===== src/rtl/rtc_pkg.sv =====
package rtc_pkg;
  typedef enum logic [2:0] {
    CMD_NOP = 3'd0,
    CMD_PRE = 3'd1,
    CMD_ACT = 3'd2,
    CMD_RD  = 3'd3,
    CMD_WR  = 3'd4
  } dcmd_e;

  typedef enum logic [3:0] {
    S_IDLE, S_PRE, S_ACT, S_TAGRD, S_TAGCAP, S_CMP,
    S_DRD, S_DCAP, S_DWR, S_TWR, S_WBEAT, S_RESP
  } st_e;

  localparam int ENT_W     = 32;
  localparam int VLD_BIT   = 31;
  localparam int DRT_BIT   = 30;
  localparam int BLK_W     = 512;
  localparam int ROW_SLOTS = 32;
  localparam int TAG_SLOTS = 2;
endpackage


===== src/rtl/rtc_tag_match.sv =====
module rtc_tag_match #(
  parameter int WAYS  = 30,
  parameter int TAG_W = 9,
  parameter int WAY_W = 5
) (
  input  logic [WAYS-1:0]       vld,
  input  logic [WAYS*TAG_W-1:0] tags,
  input  logic [TAG_W-1:0]      look,
  output logic                  hit,
  output logic [WAY_W-1:0]      hit_way,
  output logic                  inv_any,
  output logic [WAY_W-1:0]      inv_way
);
  logic [WAYS-1:0] eq;

  for (genvar w = 0; w < WAYS; w++) begin : g_cmp
    assign eq[w] = vld[w] && (tags[w*TAG_W +: TAG_W] == look);
  end

  // lowest index wins for both encoders
  always_comb begin
    hit     = |eq;
    inv_any = ~&vld;
    hit_way = '0;
    inv_way = '0;
    for (int w = WAYS - 1; w >= 0; w--) begin
      if (eq[w])   hit_way = WAY_W'(w);
      if (!vld[w]) inv_way = WAY_W'(w);
    end
  end
endmodule


===== src/rtl/rtc_victim.sv =====
module rtc_victim #(
  parameter int WAYS  = 30,
  parameter int WAY_W = 5
) (
  input  logic             clk,
  input  logic             rst_n,
  input  logic             miss_ev,
  input  logic             inv_any,
  input  logic [WAY_W-1:0] inv_way,
  output logic [WAY_W-1:0] victim
);
  logic [WAY_W-1:0] rr_q, rr_n;
  logic             rr_en;

  assign rr_en = miss_ev && !inv_any;

  always_comb begin
    rr_n = rr_q;
    if (rr_en) rr_n = (rr_q == WAY_W'(WAYS - 1)) ? '0 : rr_q + 1'b1;
  end

  always_ff @(posedge clk or negedge rst_n) begin
    if (!rst_n)     rr_q <= '0;
    else if (rr_en) rr_q <= rr_n;
  end

  assign victim = inv_any ? inv_way : rr_q;
endmodule


===== src/rtl/rowtag_cache_ctrl.sv =====
module rowtag_cache_ctrl
  import rtc_pkg::*;
#(
  parameter int BA_W  = 26,
  parameter int SET_W = 17,
  parameter int DQ_W  = 128,
  parameter int T_RP  = 2,
  parameter int T_RCD = 3,
  parameter int T_CWL = 2
) (
  input  logic                 clk,
  input  logic                 rst_n,
  input  logic                 req_valid,
  input  logic                 req_write,
  input  logic [BA_W-1:0]      req_blk_addr,
  input  logic [BLK_W-1:0]     req_wdata,
  output logic                 req_ready,
  output logic                 resp_valid,
  output logic                 resp_hit,
  output logic [4:0]           resp_way,
  output logic [BLK_W-1:0]     resp_rdata,
  output logic [2:0]           dram_cmd,
  output logic [SET_W-1:0]     dram_row,
  output logic [4:0]           dram_col,
  output logic                 dram_bl8,
  output logic                 dram_wvalid,
  output logic [DQ_W-1:0]      dram_wdata,
  input  logic                 dram_rvalid,
  input  logic [DQ_W-1:0]      dram_rdata
);
  localparam int WAYS     = ROW_SLOTS - TAG_SLOTS;
  localparam int TAG_W    = BA_W - SET_W;
  localparam int WAY_W    = $clog2(WAYS);
  localparam int COL_W    = $clog2(ROW_SLOTS);
  localparam int TIMG_W   = TAG_SLOTS * BLK_W;
  localparam int DBEATS   = BLK_W / DQ_W;
  localparam int TBEATS   = TIMG_W / DQ_W;
  localparam int BEAT_W   = $clog2(TBEATS + 1);
  localparam int TMAX     = (T_RP > T_RCD) ? ((T_RP > T_CWL) ? T_RP : T_CWL)
                                           : ((T_RCD > T_CWL) ? T_RCD : T_CWL);
  localparam int CNT_W    = $clog2(TMAX + 1);
  localparam bit DATA_BL8 = (DBEATS == 8);

  st_e               st_q, st_n;
  logic [CNT_W-1:0]  cnt_q, cnt_n;
  logic [BEAT_W-1:0] beat_q, beat_n;
  logic              tph_q, tph_n;
  logic              hit_q, hit_n;
  logic [WAY_W-1:0]  way_q, way_n;
  logic              wr_q;
  logic [BA_W-1:0]   ba_q;
  logic [BLK_W-1:0]  wd_q, rd_q;
  logic [TIMG_W-1:0] tags_q;

  logic [WAYS-1:0]       vld;
  logic [WAYS*TAG_W-1:0] tagf;
  logic                  m_hit, m_inv;
  logic [WAY_W-1:0]      m_way, m_invway, victim;
  logic                  miss_ev;
  dcmd_e                 cmd;
  logic [COL_W-1:0]      col, dcol;
  logic                  bl8, wvalid;
  logic                  acc_en, tcap_en, dcap_en, dirty_en;

  for (genvar w = 0; w < WAYS; w++) begin : g_fld
    assign vld[w]                  = tags_q[w*ENT_W + VLD_BIT];
    assign tagf[w*TAG_W +: TAG_W]  = tags_q[w*ENT_W +: TAG_W];
  end

  rtc_tag_match #(.WAYS(WAYS), .TAG_W(TAG_W), .WAY_W(WAY_W)) u_match (
    .vld(vld), .tags(tagf), .look(ba_q[BA_W-1:SET_W]),
    .hit(m_hit), .hit_way(m_way), .inv_any(m_inv), .inv_way(m_invway)
  );

  rtc_victim #(.WAYS(WAYS), .WAY_W(WAY_W)) u_victim (
    .clk(clk), .rst_n(rst_n), .miss_ev(miss_ev),
    .inv_any(m_inv), .inv_way(m_invway), .victim(victim)
  );

  assign dcol     = COL_W'(way_q) + COL_W'(TAG_SLOTS);
  assign acc_en   = (st_q == S_IDLE) && req_valid;
  assign tcap_en  = (st_q == S_TAGCAP) && dram_rvalid;
  assign dcap_en  = (st_q == S_DCAP) && dram_rvalid;
  assign dirty_en = (st_q == S_CMP) && m_hit && wr_q;

  always_comb begin
    st_n = st_q; cnt_n = cnt_q; beat_n = beat_q; tph_n = tph_q;
    hit_n = hit_q; way_n = way_q;
    cmd = CMD_NOP; col = '0; bl8 = 1'b0; wvalid = 1'b0; miss_ev = 1'b0;
    case (st_q)
      S_IDLE: if (req_valid) st_n = S_PRE;
      S_PRE: begin
        cmd = CMD_PRE; cnt_n = CNT_W'(T_RP - 1); st_n = S_ACT;
      end
      S_ACT: begin
        if (cnt_q != '0) cnt_n = cnt_q - 1'b1;
        else begin cmd = CMD_ACT; cnt_n = CNT_W'(T_RCD - 1); st_n = S_TAGRD; end
      end
      S_TAGRD: begin
        if (cnt_q != '0) cnt_n = cnt_q - 1'b1;
        else begin cmd = CMD_RD; bl8 = 1'b1; beat_n = '0; st_n = S_TAGCAP; end
      end
      S_TAGCAP: if (dram_rvalid) begin
        beat_n = beat_q + 1'b1;
        if (beat_q == BEAT_W'(TBEATS - 1)) st_n = S_CMP;
      end
      S_CMP: begin
        if (m_hit) begin
          hit_n = 1'b1; way_n = m_way; st_n = wr_q ? S_DWR : S_DRD;
        end else begin
          hit_n = 1'b0; way_n = victim; miss_ev = 1'b1; st_n = S_RESP;
        end
      end
      S_DRD: begin
        cmd = CMD_RD; col = dcol; bl8 = DATA_BL8; beat_n = '0; st_n = S_DCAP;
      end
      S_DCAP: if (dram_rvalid) begin
        beat_n = beat_q + 1'b1;
        if (beat_q == BEAT_W'(DBEATS - 1)) st_n = S_RESP;
      end
      S_DWR: begin
        cmd = CMD_WR; col = dcol; bl8 = DATA_BL8;
        cnt_n = CNT_W'(T_CWL - 1); beat_n = '0; tph_n = 1'b0; st_n = S_WBEAT;
      end
      S_TWR: begin
        cmd = CMD_WR; bl8 = 1'b1;
        cnt_n = CNT_W'(T_CWL - 1); beat_n = '0; tph_n = 1'b1; st_n = S_WBEAT;
      end
      S_WBEAT: begin
        if (cnt_q != '0) cnt_n = cnt_q - 1'b1;
        else begin
          wvalid = 1'b1; beat_n = beat_q + 1'b1;
          if (!tph_q && beat_q == BEAT_W'(DBEATS - 1)) st_n = S_TWR;
          else if (tph_q && beat_q == BEAT_W'(TBEATS - 1)) st_n = S_RESP;
        end
      end
      S_RESP:  st_n = S_IDLE;
      default: st_n = S_IDLE;
    endcase
  end

  always_ff @(posedge clk or negedge rst_n) begin
    if (!rst_n) begin
      st_q <= S_IDLE; cnt_q <= '0; beat_q <= '0; tph_q <= 1'b0;
      hit_q <= 1'b0; way_q <= '0; wr_q <= 1'b0;
    end else begin
      st_q <= st_n; cnt_q <= cnt_n; beat_q <= beat_n; tph_q <= tph_n;
      hit_q <= hit_n; way_q <= way_n;
      if (acc_en) wr_q <= req_write;
    end
  end

  // datapath registers carry no reset
  always_ff @(posedge clk) begin
    if (acc_en) begin
      ba_q <= req_blk_addr;
      wd_q <= req_wdata;
    end
    if (tcap_en)  tags_q[beat_q*DQ_W +: DQ_W] <= dram_rdata;
    if (dirty_en) tags_q[m_way*ENT_W + DRT_BIT] <= 1'b1;
    if (dcap_en)  rd_q[beat_q*DQ_W +: DQ_W] <= dram_rdata;
  end

  assign req_ready   = (st_q == S_IDLE);
  assign resp_valid  = (st_q == S_RESP);
  assign resp_hit    = hit_q;
  assign resp_way    = way_q;
  assign resp_rdata  = rd_q;
  assign dram_cmd    = cmd;
  assign dram_row    = ba_q[SET_W-1:0];
  assign dram_col    = col;
  assign dram_bl8    = bl8;
  assign dram_wvalid = wvalid;
  assign dram_wdata  = tph_q ? tags_q[beat_q*DQ_W +: DQ_W] : wd_q[beat_q*DQ_W +: DQ_W];
endmodule


===== config.mk =====
export PLATFORM = sky130hd
export DESIGN_NAME = rowtag_cache_ctrl
export DESIGN_NICKNAME = d
export VERILOG_FILES = /design/src/rtl/rtc_pkg.sv /design/src/rtl/rtc_tag_match.sv /design/src/rtl/rtc_victim.sv /design/src/rtl/rowtag_cache_ctrl.sv
export SDC_FILE = /design/constraint.sdc
export NUM_CORES = 2
export LEC_CHECK = 0
export CORE_AREA = 2 2 524 526
export CTS_CLUSTER_DIAMETER = 40
export CTS_CLUSTER_SIZE = 28
export DETAILED_ROUTE_END_ITERATION = 6
export DIE_AREA = 0 0 526 528
export HOLD_SLACK_MARGIN = 0.06
export MAX_ROUTING_LAYER = met4
export PLACE_DENSITY = 0.57
export SYNTH_ARGS = -nofsm -noshare
export SYNTH_HDL_FRONTEND = slang
export SYNTH_SLANG_ARGS = --single-unit

===== constraint.sdc =====
create_clock -name clk -period 16.5 [get_ports clk]
set_input_delay 3.3 -clock clk [delete_from_list [all_inputs] [get_ports clk]]
set_output_delay 3.3 -clock clk [all_outputs]
set_load 0.005 [all_outputs]

### After elaboration in Yosys (flattened, before gate mapping)

Cells that the tools add are included.

| word-level totals | value |
|---|---|
| register bits | 2097 |
| bits of input ports | 671 |
| output and inout port bits | 675 |

| operators by class | value |
|---|---|
| add/subtract/negate cells | 6 |
| magnitude comparators | 2 |
| equal/unequal tests | 55 |
| shift operators | 6 |
| multiplexer cells | 101 |
| bitwise logic cells | 1 |
| reductions and logical operators | 56 |

Operator list:

| cell | count |
|---|---|
| 1024-bit two-way mux | 2 |
| 1024-bit bitwise mux | 1 |
| 1024-bit OR | 1 |
| 128-bit by 34-bit variable shift with 1024-bit output, first input constant | 1 |
| 1024-bit by 12-bit variable part select with 128-bit output | 1 |
| 128-bit by 34-bit variable part select with 1024-bit output | 1 |
| 512-bit bitwise mux | 1 |
| 128-bit by 34-bit variable shift with 512-bit output, first input constant | 1 |
| 128-bit by 34-bit variable part select with 512-bit output | 1 |
| 512-bit by 12-bit variable part select with 128-bit output | 1 |
| 5-bit two-way mux | 64 |
| 9-bit equality test | 30 |
| 128-bit two-way mux | 1 |
| 4-bit two-way mux | 15 |
| 4-bit one-hot mux with 10 select lines | 1 |
| 1-bit logical AND | 39 |
| 11-bit negation with 34-bit output | 1 |
| 30-bit AND reduction | 1 |
| 30-bit OR reduction | 1 |
| 4-bit by 3-bit equality test with 1-bit output, second input constant | 5 |
| 4-bit equality test, second input constant | 4 |
| 4-bit one-hot mux with 4 select lines | 1 |
| 3-bit one-hot mux with 5 select lines | 1 |
| 4-bit by 2-bit equality test with 1-bit output, second input constant | 3 |
| other kinds (27) | 49 |

### Logic depth before layout (Yosys ltp)

| depth | value |
|---|---|
| depth after elaboration | 39 |
| gate-level depth with buffers | 15 |
| depth with buffers taken out | 11 |

### Hierarchy

Synthesis repeated with hierarchy kept, for this count alone.

| unflattened totals | value |
|---|---|
| cells, all modules | 5779 |
| area total of the unflattened synthesis | 90644.4 µm² |

By module, submodules not included:

| module | instances | cells each | area each (µm²) | sequential area each (µm²) |
|---|---|---|---|---|
| rowtag_cache_ctrl | 1 | 5199 | 86286.5 | 62409.9 |
| rtc_tag_match | 1 | 545 | 4005.1 | 0.0 |
| rtc_victim | 1 | 35 | 352.8 | 125.1 |

### Worst setup path before layout

No wires, ideal clock.

| timing | value |
|---|---|
| path kind | input-to-reg |
| start | in req_valid |
| end | reg wr_q |
| setup time | 0.131 ns |
| data arrival time | 17.048 ns |
| data required time | 16.369 ns |
| slack | -0.679 ns |
| cell stages on the path | 2 |
| path buffers | 0 |
| path through | and2_1 mux2_2 |

| on the way | value |
|---|---|
| cells in the longest elaborated chain, start to end | 1 |

Ends and longest elaborated chain:

| what | RTL line | source |
|---|---|---|
| start: declaration | rowtag_cache_ctrl.sv:13 | `input logic req_valid,` |
| 1-bit logical AND | rowtag_cache_ctrl.sv:81 | `assign acc_en = (st_q == S_IDLE) && req_valid;` |
| end signal: assignment | rowtag_cache_ctrl.sv:149 | `if (acc_en) wr_q <= req_write;` |
| end: declaration | rowtag_cache_ctrl.sv:50 | `logic wr_q;` |

Every way passes these cells.
A chain may end at the register's enable or synchronous reset.

### Worst setup path in the final report

| timing | value |
|---|---|
| start | reg beat_q[0] |
| end | out dram_wdata[22] |

| on the way | value |
|---|---|
| cells in the longest elaborated chain, start to end | 2 |
| elaborated cells on any way between the ends | 3 |
| those cells by class | shift: 2; mux: 1 |

Ends and longest elaborated chain:

| what | RTL line | source |
|---|---|---|
| start: declaration | rowtag_cache_ctrl.sv:46 | `logic [BEAT_W-1:0] beat_q, beat_n;` |
| start signal: assignment | rowtag_cache_ctrl.sv:147 | `st_q <= st_n; cnt_q <= cnt_n; beat_q <= beat_n; tph_q <= tph_n;` |
| 1024-bit by 12-bit variable part select with 128-bit output or 512-bit by 12-bit variable part select with 128-bit output (tied branches) | rowtag_cache_ctrl.sv:174 | `assign dram_wdata = tph_q ? tags_q[beat_q*DQ_W +: DQ_W] : wd_q[beat_q*DQ_W +: DQ_W];` |
| 128-bit two-way mux * | rowtag_cache_ctrl.sv:174 |  |
| end: declaration | rowtag_cache_ctrl.sv:27 | `output logic [DQ_W-1:0] dram_wdata,` |

Every way passes the cells marked *; elsewhere a longest branch is shown, timed or not.

==> run summary <==
Count of buffering cells on the critical path with inverters included: 4
Register-to-register setup slack: 9.39 ns
Combinational family with the most area after synthesis: simple AND/OR/NAND/NOR gates
Worst Path Required: 13.20 ns
Peak per-stage delay on the critical path: 0.99 ns
Clock buffer count from CTS: 386
First-pass iteration count of the detailed router: 6
Max frequency: 109 MHz
Placer's final routability congestion estimate: 0.907
Category of the worst setup path capture point: primary output
Yosys top cell by area: edfxtp_1
Synth top cells by count: edfxtp_1 (2042), and2_1 (692), nor2_1 (637), mux4_2 (384), nand2_1 (346)
Run status: finished clean
Count of cells resized by post-cts repair: 0
Proportion of layout cells with a drive suffix above 1: 15.8%
Clk root buf: clkbuf_16
Number of filler instances in the final layout: 24200
Number of cells on the worst reg-to-reg path: 10
Worst slew margin relative to its limit: 9.19%
Ports placed on the boundary: 1346
Number of remaining DRC errors: 0
Number of unique standard cell types used by synthesis: 63
Worst setup path category: reg2out
Area of the mapped netlist: 0.0895 mm^2
Actual transition at the worst max-transition pin: 1.35 ns
Sequential share of the synthesized area: 69.8%
Syn-to-layout area delta: 34.5%
Unrepaired setup endpoints after global routing: false
Areal power density over the cells: 162 mW/mm^2
Via count normalized by instance count: 5.47
Syn_nets: 6450
Longest Clk Path Bufs: 4
WP data arrival: 5.88 ns
Simple-gate portion of the synthesized area: 12.1%
Number of antenna violations at the first check in global routing: 108
Non-filler cells in the finished layout: 11200
Final setup violating endpoints: 0
Clock tree from TritonCTS: yes
Hold path startpoint: tags_q[990]
Detailed Route Iter0 Violations: 8028
Die height: 528 um
Share of synthesized flip-flops with an asynchronous set or reset: 1.10%
Pin count of the biggest net entering global routing: 128
Post-synthesis adder-cell area fraction: 0.179%
Library cell with the highest instance count after synthesis: edfxtp_1
Worst hold path depth: 2
Synth warnings: 0
Number of global-route vias before repair: 61000
Clock transition at path regs: 0.05 ns
Area of the core region: 0.272 mm^2
Setup TNS: 0 ns
Mux contribution to synthesized area: 11.1%
Placed wire-length estimate: 261 mm
Dominant delay contributor by cell family on the critical path: buffers and inverters
Total non-filler cell area in the finished layout: 0.120 mm^2
CP cell instances: buf_12 -> buf_4 -> buf_4 -> mux4_2 -> nand2_1 -> o21ai_0 -> clkdlybuf4s50_1
Number of flip-flops and latches in the synthesized netlist: 2097
Worst setup startpoint: beat_q[0]
Initial Utilization: 32.9%
Hold Crit Endpoint: tags_q[990]
CTS Hold Bufs: 0
DR vias: 61400
Least setup slack across all paths after layout: 7.32 ns
Register area: 0.0625 mm^2
Worst-path cell with the longest stage delay: dfrtp_4
Worst vdd ir: 0.124 mV
Clock Latency Late Sink: 0.93 ns
Die area: 0.278 mm^2
Die Wd: 526 um
Placed cell count: 10400
I/O Buffers: 1345
Post-synth EDFFs: 2042
Top cells by area, synth: edfxtp_1 (68%), mux4_2 (9.7%), and2_1 (4.8%), nor2_1 (2.7%), xnor2_1 (2.5%)
Final critical delay including setup and external delays: 9.18 ns
Post-place instance area: 0.107 mm^2
Post-route fraction of the period consumed by the critical path: 55.6%
First-pass GRT wire length: 528 mm
Maximum level of the CTS H-tree: 5
Mapped Cells: 5767
Worst-case clock skew: 0.0778 ns
Hold WC Path Type: reg2reg
Final Max Tran Viols: 0
Remaining number of nets flagged by the antenna check after routing: 0
Most common cell type on the critical path: buf_4
Worst setup timing slack at the placement stage: 8.21 ns
Footprint of the multi-input gates: 0.0252 mm^2
Per-instance average area after synthesis: 15.5 um^2
Crit path max fanout: 95
Routed wire per std cell: 35.1 um
Static leakage: 41.1 nW
NumNets Final: 7901
Number of endpoints with negative hold slack in the final report: 0
Total congestion overflow: 0
Total power after layout: 0.0195 W
Number of placement rows: 192
Fraction of post-synthesis cell area in the top cell type by area: 68.5%
Post-CTS setup buffers: 0
Area share of xor/xnor cells in the synthesized design: 2.69%
Max-cap violations: 0
Capture instance of the worst register-to-register path: resp_rdata[477]
Complex-gate fraction of the synthesized area: 1.83%
Origin of the critical flop-to-flop path: beat_q[0]
Kind of launch point of the worst setup path: register
Clock net sink count: 2097
Top FF cell, synth: edfxtp_1
All-Layer GR Usage: 28.4%
Total wire length: 394 mm
==> cell families after synthesis <==
group / after synthesis
DFF: 2097
buffers and inverters: 443
xor gates and xnor gates: 275
and+or+nand+nor: 2139
muxes: 514
adders and majority gates: 13
AOI/OAI and AO/OA: 286
==> how the worst max path moves through the flow <==
stage / depth (start not counted) / to
detailed placement: 7 / dram_wdata[22]
global placement: 7 / dram_wdata[22]
CTS: 7 / dram_wdata[22]
finish: 7 / dram_wdata[22]
global route: 7 / dram_wdata[105]
floorplan: 2 / wr_q
==> metrics by stage <==
stage,hold WS (ns),util (%)
CTS,0.462,44.1
floorplan,0.420,-
global route,0.499,44.2
global placement,0.443,39.3
detailed placement,0.449,39.3
finish,0.466,44.2
==> power by group <==
group	internal, W	switching (W)
registers	0.00623	0.000205
clock network	0.00518	0.00294
logic	0.00191	0.00300
==> sequential cells by signal, summed over array words and instances (netlist names) <==
register	cells
ba_q	26
beat_q	4
cnt_q	2
resp_hit	1
resp_rdata	512
resp_way	5
st_q	4
tags_q	1024
tph_q	1
u_victim.rr_q	5
wd_q	512
wr_q	1
==> worst min-delay path, stage by stage (launching register included) <==
cell	delay [ns]
dfxtp_1	0.32
nand2_1	0.05
o21ai_0	0.06
==> cell type report <==
cell class	instances	area share, %
repair buffers	1479	12.1
multi-input cells	3227	20.9
clock inverters	282	2.73
inverters	27	0.128
diodes	92	0.191
flip-flops and latches	2097	51.9
well taps	3589	3.73
clock buffers	433	8.29
==> layout by cell type (no fill, tap or decap), types with 10 or more instances in the layout <==
cell type and n:
a31oi_1 10, mux4_2 384, edfxtp_1 2042, inv_1 20, o221ai_1 14, inv_6 28
nor2_1 628, clkbuf_1 40, a21oi_1 32, bufinv_16 50, nand4_1 69, or3_1 10
o21ai_0 184, ha_1 12, buf_4 126, nand2b_1 10, and3_1 246, clkinv_1 53
nor3_1 42, nor4_1 14, dfrtp_1 20, clkinvlp_4 42, dfxtp_1 32, nand2_1 342
clkbuf_16 393, diode_2 92, mux2i_1 128, nand3_1 31, and2_1 689, clkinv_2 56
clkinv_4 30, xnor2_1 252, clkdlybuf4s50_1 1344, inv_8 12, xor2_1 23, clkinv_16 10
==> layer usage <==
| layer | global-route usage (%) | wire length [um] | share of wire [%] |
|---|---|---|---|
| met2 | 44.0 | 184000 | 47 |
| met4 | 11.3 | 16500 | 4.2 |
| met1 | 35.8 | 155000 | 39 |
| met3 | 6.85 | 38500 | 9.8 |
| met5 | - | 0 | 0 |
No activity file was read; power rests on OpenSTA's default activity.
